## src/rtl/nsi_gate_gen.sv

```systemverilog
module nsi_gate_gen #(
  parameter int W   = 8,
  parameter int NPH = 3
) (
  input  logic             clk,
  input  logic             rst_n,
  input  logic [W-1:0]     half_period,
  input  logic [NPH*W-1:0] ref_hi,
  input  logic [NPH*W-1:0] ref_lo,
  input  logic             safe_en,
  input  logic             err_clr,
  output logic [W-1:0]     carrier,
  output logic             car_dir,
  output logic             half_strobe,
  output logic [NPH-1:0]   gate_top,
  output logic [NPH-1:0]   gate_mid,
  output logic [NPH-1:0]   gate_bot,
  output logic [NPH-1:0]   err_flag
);
  localparam logic [W-1:0] ONE  = W'(1);
  localparam logic [W-1:0] BIAS = ONE << (W-1);

  logic [W-1:0] cnt;
  logic         up;
  logic         at_peak, at_valley;

  assign at_peak     = up && (cnt >= half_period);
  assign at_valley   = !up && (cnt == '0);
  assign half_strobe = at_peak || at_valley;
  assign carrier     = cnt;
  assign car_dir     = up;

  always_ff @(posedge clk or negedge rst_n) begin
    if (!rst_n) begin
      cnt <= '0;
      up  <= 1'b1;
    end else if (at_peak) begin
      up  <= 1'b0;
      cnt <= (half_period == '0) ? '0 : cnt - ONE;
    end else if (at_valley) begin
      up  <= 1'b1;
      cnt <= (half_period == '0) ? '0 : ONE;
    end else begin
      cnt <= up ? cnt + ONE : cnt - ONE;
    end
  end

  logic [W-1:0]   hu [NPH];
  logic [W-1:0]   lu [NPH];
  logic [NPH-1:0] c_hi, c_lo, viol;

  always_comb begin
    for (int p = 0; p < NPH; p++) begin
      c_hi[p] = hu[p] > cnt;
      c_lo[p] = lu[p] > cnt;
      viol[p] = (ref_lo[p*W +: W] ^ BIAS) > (ref_hi[p*W +: W] ^ BIAS);
    end
  end

  always_ff @(posedge clk or negedge rst_n) begin
    if (!rst_n) begin
      for (int p = 0; p < NPH; p++) begin
        hu[p] <= BIAS;
        lu[p] <= BIAS;
      end
      err_flag <= '0;
      gate_top <= '0;
      gate_mid <= '0;
      gate_bot <= '0;
    end else begin
      for (int p = 0; p < NPH; p++) begin
        if (half_strobe) begin
          hu[p] <= ref_hi[p*W +: W] ^ BIAS;
          lu[p] <= ref_lo[p*W +: W] ^ BIAS;
        end
        if (half_strobe && viol[p]) err_flag[p] <= 1'b1;
        else if (err_clr)           err_flag[p] <= 1'b0;
        if (safe_en && err_flag[p]) begin
          gate_top[p] <= 1'b1;
          gate_mid[p] <= 1'b0;
          gate_bot[p] <= 1'b1;
        end else begin
          gate_top[p] <= c_hi[p];
          gate_mid[p] <= !c_hi[p] ^ c_lo[p];
          gate_bot[p] <= !c_lo[p];
        end
      end
    end
  end
endmodule

```

## config.mk

```make
export PLATFORM = sky130hd
export DESIGN_NAME = nsi_gate_gen
export DESIGN_NICKNAME = d
export VERILOG_FILES = /design/src/rtl/nsi_gate_gen.sv
export SDC_FILE = /design/constraint.sdc
export NUM_CORES = 1
export LEC_CHECK = 0
export ABC_AREA = 1
export BUFFER_PORTS_ARGS = -buffer_cell sky130_fd_sc_hd__clkbuf_2
export CAP_MARGIN = 0
export CELL_PAD_IN_SITES_DETAIL_PLACEMENT = 1
export CELL_PAD_IN_SITES_GLOBAL_PLACEMENT = 1
export CORE_AREA = 2 2 119 121
export CTS_CLUSTER_SIZE = 24
export DETAILED_ROUTE_END_ITERATION = 10
export DIE_AREA = 0 0 121 123
export PLACE_DENSITY = 0.85
export SLEW_MARGIN = 20
export SYNTH_ARGS = -nofsm -noshare
export SYNTH_HDL_FRONTEND = slang
export SYNTH_SLANG_ARGS = --single-unit
```

## constraint.sdc

```tcl
create_clock -name clk -period 1.7 [get_ports clk]
set_input_delay 0.17 -clock clk [delete_from_list [all_inputs] [get_ports clk]]
set_output_delay 0.17 -clock clk [all_outputs]
set_load 0.01 [all_outputs]
```

# Yosys cells after proc, flatten, opt, wreduce, memory -nomap -nowiden
# Index checks and enable logic that the tools add are counted.
# W data, S select, Z words.
dict set report totals {
  reg_bits 69
  in_bits 60
  latchBits 0
  ram_bits 0
  memories 0
  romBits 0
  out_inout_bits 22
  elab_cells 77
}
dict set report op_classes {
  bitwise 9
  n_shift 0
  div 0
  n_mul 0
  magnitude_cmp 10
  eq_ne 0
  addsub 2
  n_reduce_logical 22
  muxes 20
}
# op n
set op_table {}
lappend op_table {{$gt A8 B8 Y1} 9}
lappend op_table {{$mux W8} 4}
lappend op_table {{$logic_not A8 Y1} 2}
lappend op_table {{$mux W1} 16}
lappend op_table {{$add A8 B1 Y8 const B} 1}
lappend op_table {{$ge A8 B8 Y1} 1}
lappend op_table {{$logic_and A1 B1 Y1} 8}
lappend op_table {{$reduce_bool A2 Y1} 4}
lappend op_table {{$sub A8 B1 Y8 const B} 1}
lappend op_table {{$logic_not A1 Y1} 7}
lappend op_table {{$not A1 Y1} 6}
lappend op_table {{$xor A1 B1 Y1} 3}
lappend op_table {{$logic_or A1 B1 Y1} 1}

# Depth between registers and ports, before layout
dict set report logic_depth {
  word_depth 5
  mapped_depth 14
  depth_no_buf 14
}

# Worst setup path after synthesis
# No wires, ideal clock.
dict set report synth_path {
  path_kind {reg-to-reg}
  from {register cnt[0] (netlist: carrier[0])}
  to {register hu[18] (netlist name)}
  path_stages_with_launch 14
  period_less_slack_ns 1.899
  required_ns 1.584
  n_path_buf 2
  t_arrival_ns 1.783
  slack_ns -0.199
  path_cell_list {dfrtp_1 -> inv_1 -> ha_1 -> nand2_1 -> nor2_1 -> nor2_1 -> nand2_1 -> nand2_1 -> nand2_1 -> nand2_2 -> buf_2 -> buf_4 -> nand3_1 -> nand2_1}
}
dict set report synth_via {
  elab_chain_cells 3
  elab_cells_between_ends 5
}
# element line_no
set synth_rtl {}
lappend synth_rtl {{start, declared} 23} ;# logic [W-1:0] cnt;
lappend synth_rtl {{start signal, assigned} 39} ;# cnt <= (half_period == '0) ? '0 : cnt - ONE;
lappend synth_rtl {{start signal, assigned} 42} ;# cnt <= (half_period == '0) ? '0 : ONE;
lappend synth_rtl {{start signal, assigned} 44} ;# cnt <= up ? cnt + ONE : cnt - ONE;
lappend synth_rtl {{$ge A8 B8 Y1 or $logic_not A8 Y1 (tied branches)} {27, 28}}
lappend synth_rtl {{$logic_and A1 B1 Y1, on equally long branches} {27, 28}}
lappend synth_rtl {{$logic_or A1 B1 Y1 (*)} 29} ;# assign half_strobe = at_peak || at_valley;
lappend synth_rtl {{end signal, assigned by index} 73} ;# hu[p] <= ref_hi[p*W +: W] ^ BIAS;
lappend synth_rtl {{end, declared} 48} ;# logic [W-1:0] hu [NPH];
# Mark *: on every way between the ends. The rest lies on a longest branch, timed or not.
# A chain may end at the register's enable or synchronous reset.

# Worst setup path in the final report
dict set report layout_path {
  from {register cnt[1] (netlist: carrier[1])}
  to {register lu[22] (netlist name)}
}
dict set report layout_via {
  elab_chain_cells 3
  elab_cells_between_ends 5
}
# element line_no
set layout_rtl {}
lappend layout_rtl {{$ge A8 B8 Y1 or $logic_not A8 Y1 (tied branches)} {27, 28}}
lappend layout_rtl {{$logic_and A1 B1 Y1, on equally long branches} {27, 28}}
lappend layout_rtl {{$logic_or A1 B1 Y1 (*)} 29}
lappend layout_rtl {{end signal, assigned by index} 74} ;# lu[p] <= ref_lo[p*W +: W] ^ BIAS;
lappend layout_rtl {{end, declared} 49} ;# logic [W-1:0] lu [NPH];
# Marks and branches as above.

==> flow_summary.ini <==
[global_routing]
grt_max_degree = 54
grt_pass1_vias = 5223
grt_pass1_wl_um = 25400
grt_overflow_total = 0
antenna_found_initial = 1
grt_usage_pct = 22.0

[synthesis]
yosysWarnings = 0
synth_xor_xnor_area_share_pct = 0.862
synth-seq-area-share_pct = 34.2
synth_cells = 677
ys_types = 28
synth_nets = 820
syn_avg_cell_area_um2 = 7.50
synth.ff_latch_count = 69
synth_top_family_by_area = simple AND/OR/NAND/NOR gates
synth-simple-area-share_pct = 29.4
synthTopCellsByArea = dfrtp_1 31%, ha_1 20%, nand2_1 18%, nand3_1 7.3%, inv_1 6.1%
synth_fa_ha_area_share_pct = 20.4
synth_compound_area_share_pct = 6.11
synthMuxAreaShare_pct = 0.394
yosys.area.top_type = dfrtp_1
yosysTopAreaCellShare_pct = 30.5
netlist_area_um2 = 5080

[route]
antenna_left = 0
wl_um = 17800
viasPerCell = 5.12
via_count = 5065
drc = 0
wl_per_cell_um = 18.0
first_pass_iters = 4
dr.first_iter.drc_count = 200

[layout]
nets = 947
drive_gt1_share_pct = 29.3
mostFrequentLayoutCell = nand2_1
layout-area-overhead-vs-synth_pct = 34.9
final_cell_mix = 214 x nand2_1, 79 x clkbuf_2, 73 x inv_1
fillCellCount = 1694
design_area_um2 = 6850

[placement]
place_hpwl_um = 11700
dp_slack_ns = -0.126
placed_cell_area_um2 = 5940
gp_congestion = 0.830
port_buffers = 81

[die]
pin_count = 82
start_util_pct = 37.3
die_area_um2 = 14900
die_w_um = 121
die_h_um = 123
num_rows = 43
core_um2 = 13600

[critical_path]
critical_path_buf_inv_count = 2
crit_family = simple AND/OR/NAND/NOR gates
cp-start-kind = flop
rr_startpoint = carrier[1]
crit_required_ns = 1.98
crit_arrival_ns = 2.21
crit_chain = ha_4 -> nand2_2 -> nor2_2 -> nor2_2 -> nand2_1 -> nand2_1 -> nand2_2 -> nand2_4 -> nand2_4 -> buf_4 -> buf_4 -> nand2_1 -> nand2_1
startpoint = carrier[1]
end_kind = flop
crit_fanout = 8
critical-path-max-stage-delay_ns = 0.42
slowest_stage = dfrtp_1
path_class = flop to flop
cp_common_cell = nand2_1
ff2ff_setup_slack_ns = -0.23

[timing]
relSlewSlack_pct = 70.8
clock_skew_ns = 0.00622
maxSlewViolCount = 0
hold_viol = 0
whs_ns = 0.0306
worst_pin_slew_ns = 0.438
clock.fmax_mhz = 519
min_period_ns = 1.93
grt_setup_unrepaired = true
fin_ws_ns = -0.227
tns_ns = -7.92
setup_viol = 66
min_period_over_period_pct = 113

[hold_path]
holdCritPathClass = input pin to flop
min_from = ref_hi[14]

[pwr]
ir_drop_mv = 0.717
power_density_nw_per_um2 = 2030
total_power_mw = 13.9
p_leak_nw = 3.68

[clock_network]
cts.sinks = 69
cts_root_buffer = clkbuf_16
cts_buffer_depth = 2
clkTransAtPathRegs_ns = 0.06
cts_max_level = 3
insertion_delay_ns = 0.35
numCtsBuffers = 9
cts_tree = done

[outcome]
violations = setup timing
status = finished with violations

[flow_run]
cap_viol_max_count = 0
## worst paths after layout
path | to | cells after the start
setup / recovery | lu[22] | 13
hold / removal | hu[14] | 3
setup reg to reg | lu[22] | 13
hold reg to reg | hu[7] | 2
max in group asynchronous | hu[23] | 3
min in group asynchronous | gate_mid[2] | 2
## worst reg2reg max path: stages (launching register included)
cell     delay, ns
dfrtp_1       0.42
ha_4          0.29
nand2_2       0.06
nor2_2        0.12
nor2_2        0.04
nand2_1       0.05
nand2_1       0.05
nand2_2       0.10
nand2_4       0.08
nand2_4       0.09
buf_4         0.19
buf_4         0.19
nand2_1       0.09
nand2_1       0.10
## sequential cells by signal, indices dropped and copies added, names as in the netlist
| register | cells |
|---|---|
| lu | 24 |
| carrier | 8 |
| gate_mid | 3 |
| gate_bot | 3 |
| err_flag | 3 |
| hu | 24 |
| gate_top | 3 |
| car_dir | 1 |
## report_power, final
part           internal [mW]  total, mW  leakage (nW)  switching, mW
logic                   3.84       8.77          2.71           4.93
registers               2.53       3.18         0.825          0.654
clock network           1.17       1.92         0.149          0.757
## stage by stage
stage	std cells	utilization [%]
floorplan	677	-
CTS	981	46.9
global route	989	50.3
detailed placement	960	43.6
global placement	960	43.6
finish	990	50.3
## Yosys cell counts (all sizes together)
library cell and count:
a21o 3, a21oi 32, buf 16, clkbuf 2, dfrtp 62, dfstp 7
ha 83, inv 85, mux2i 2, nand2 241, nand3 74, nand4 9
nor2 32, nor4 1, o21a 6, o21ai 15, o31ai 1, or2 1
xnor2 1, xor2 4
## timing repair
| action | CTS | global route |
|---|---|---|
| setup buffers | 3 | 8 |
| gates resized for setup | 28 | 81 |
| hold buffers | 1 | 0 |
| hold endpoints to repair | 14 | 0 |
| cloned | 1 | 0 |
| endpoints found under the setup margin | 68 | 69 |
| pin swaps | 6 | 25 |
## cell families after synthesis
logic type,Yosys count
AND/OR/NAND/NOR,358
AO/OA/AOI/OAI,57
buffers and inverters,103
XOR/XNOR,5
adder cells (fa/ha/maj),83
multiplexers,2
flip-flops,69
## layer usage
metal  wire, um  track usage, %  part of all wire, %
met2       9120            38.3                   51
met1       7390            26.9                   42
met5          0               0                    0
met4        671            10.0                  3.8
met3        588            3.46                  3.3
## final cells by class
cell class | count | area, um2 | share of cell area, %
antenna | 1 | 2.50 | 0.0365
clock buffer | 11 | 243 | 3.54
clock inverter | 5 | 50.0 | 0.731
inverter | 85 | 338 | 4.93
multi-input combinational | 505 | 3300 | 48.2
sequential | 69 | 1740 | 25.4
tap | 180 | 225 | 3.29
timing repair buffer | 134 | 948 | 13.8
Note: power is estimated with default switching activity, not from simulation.
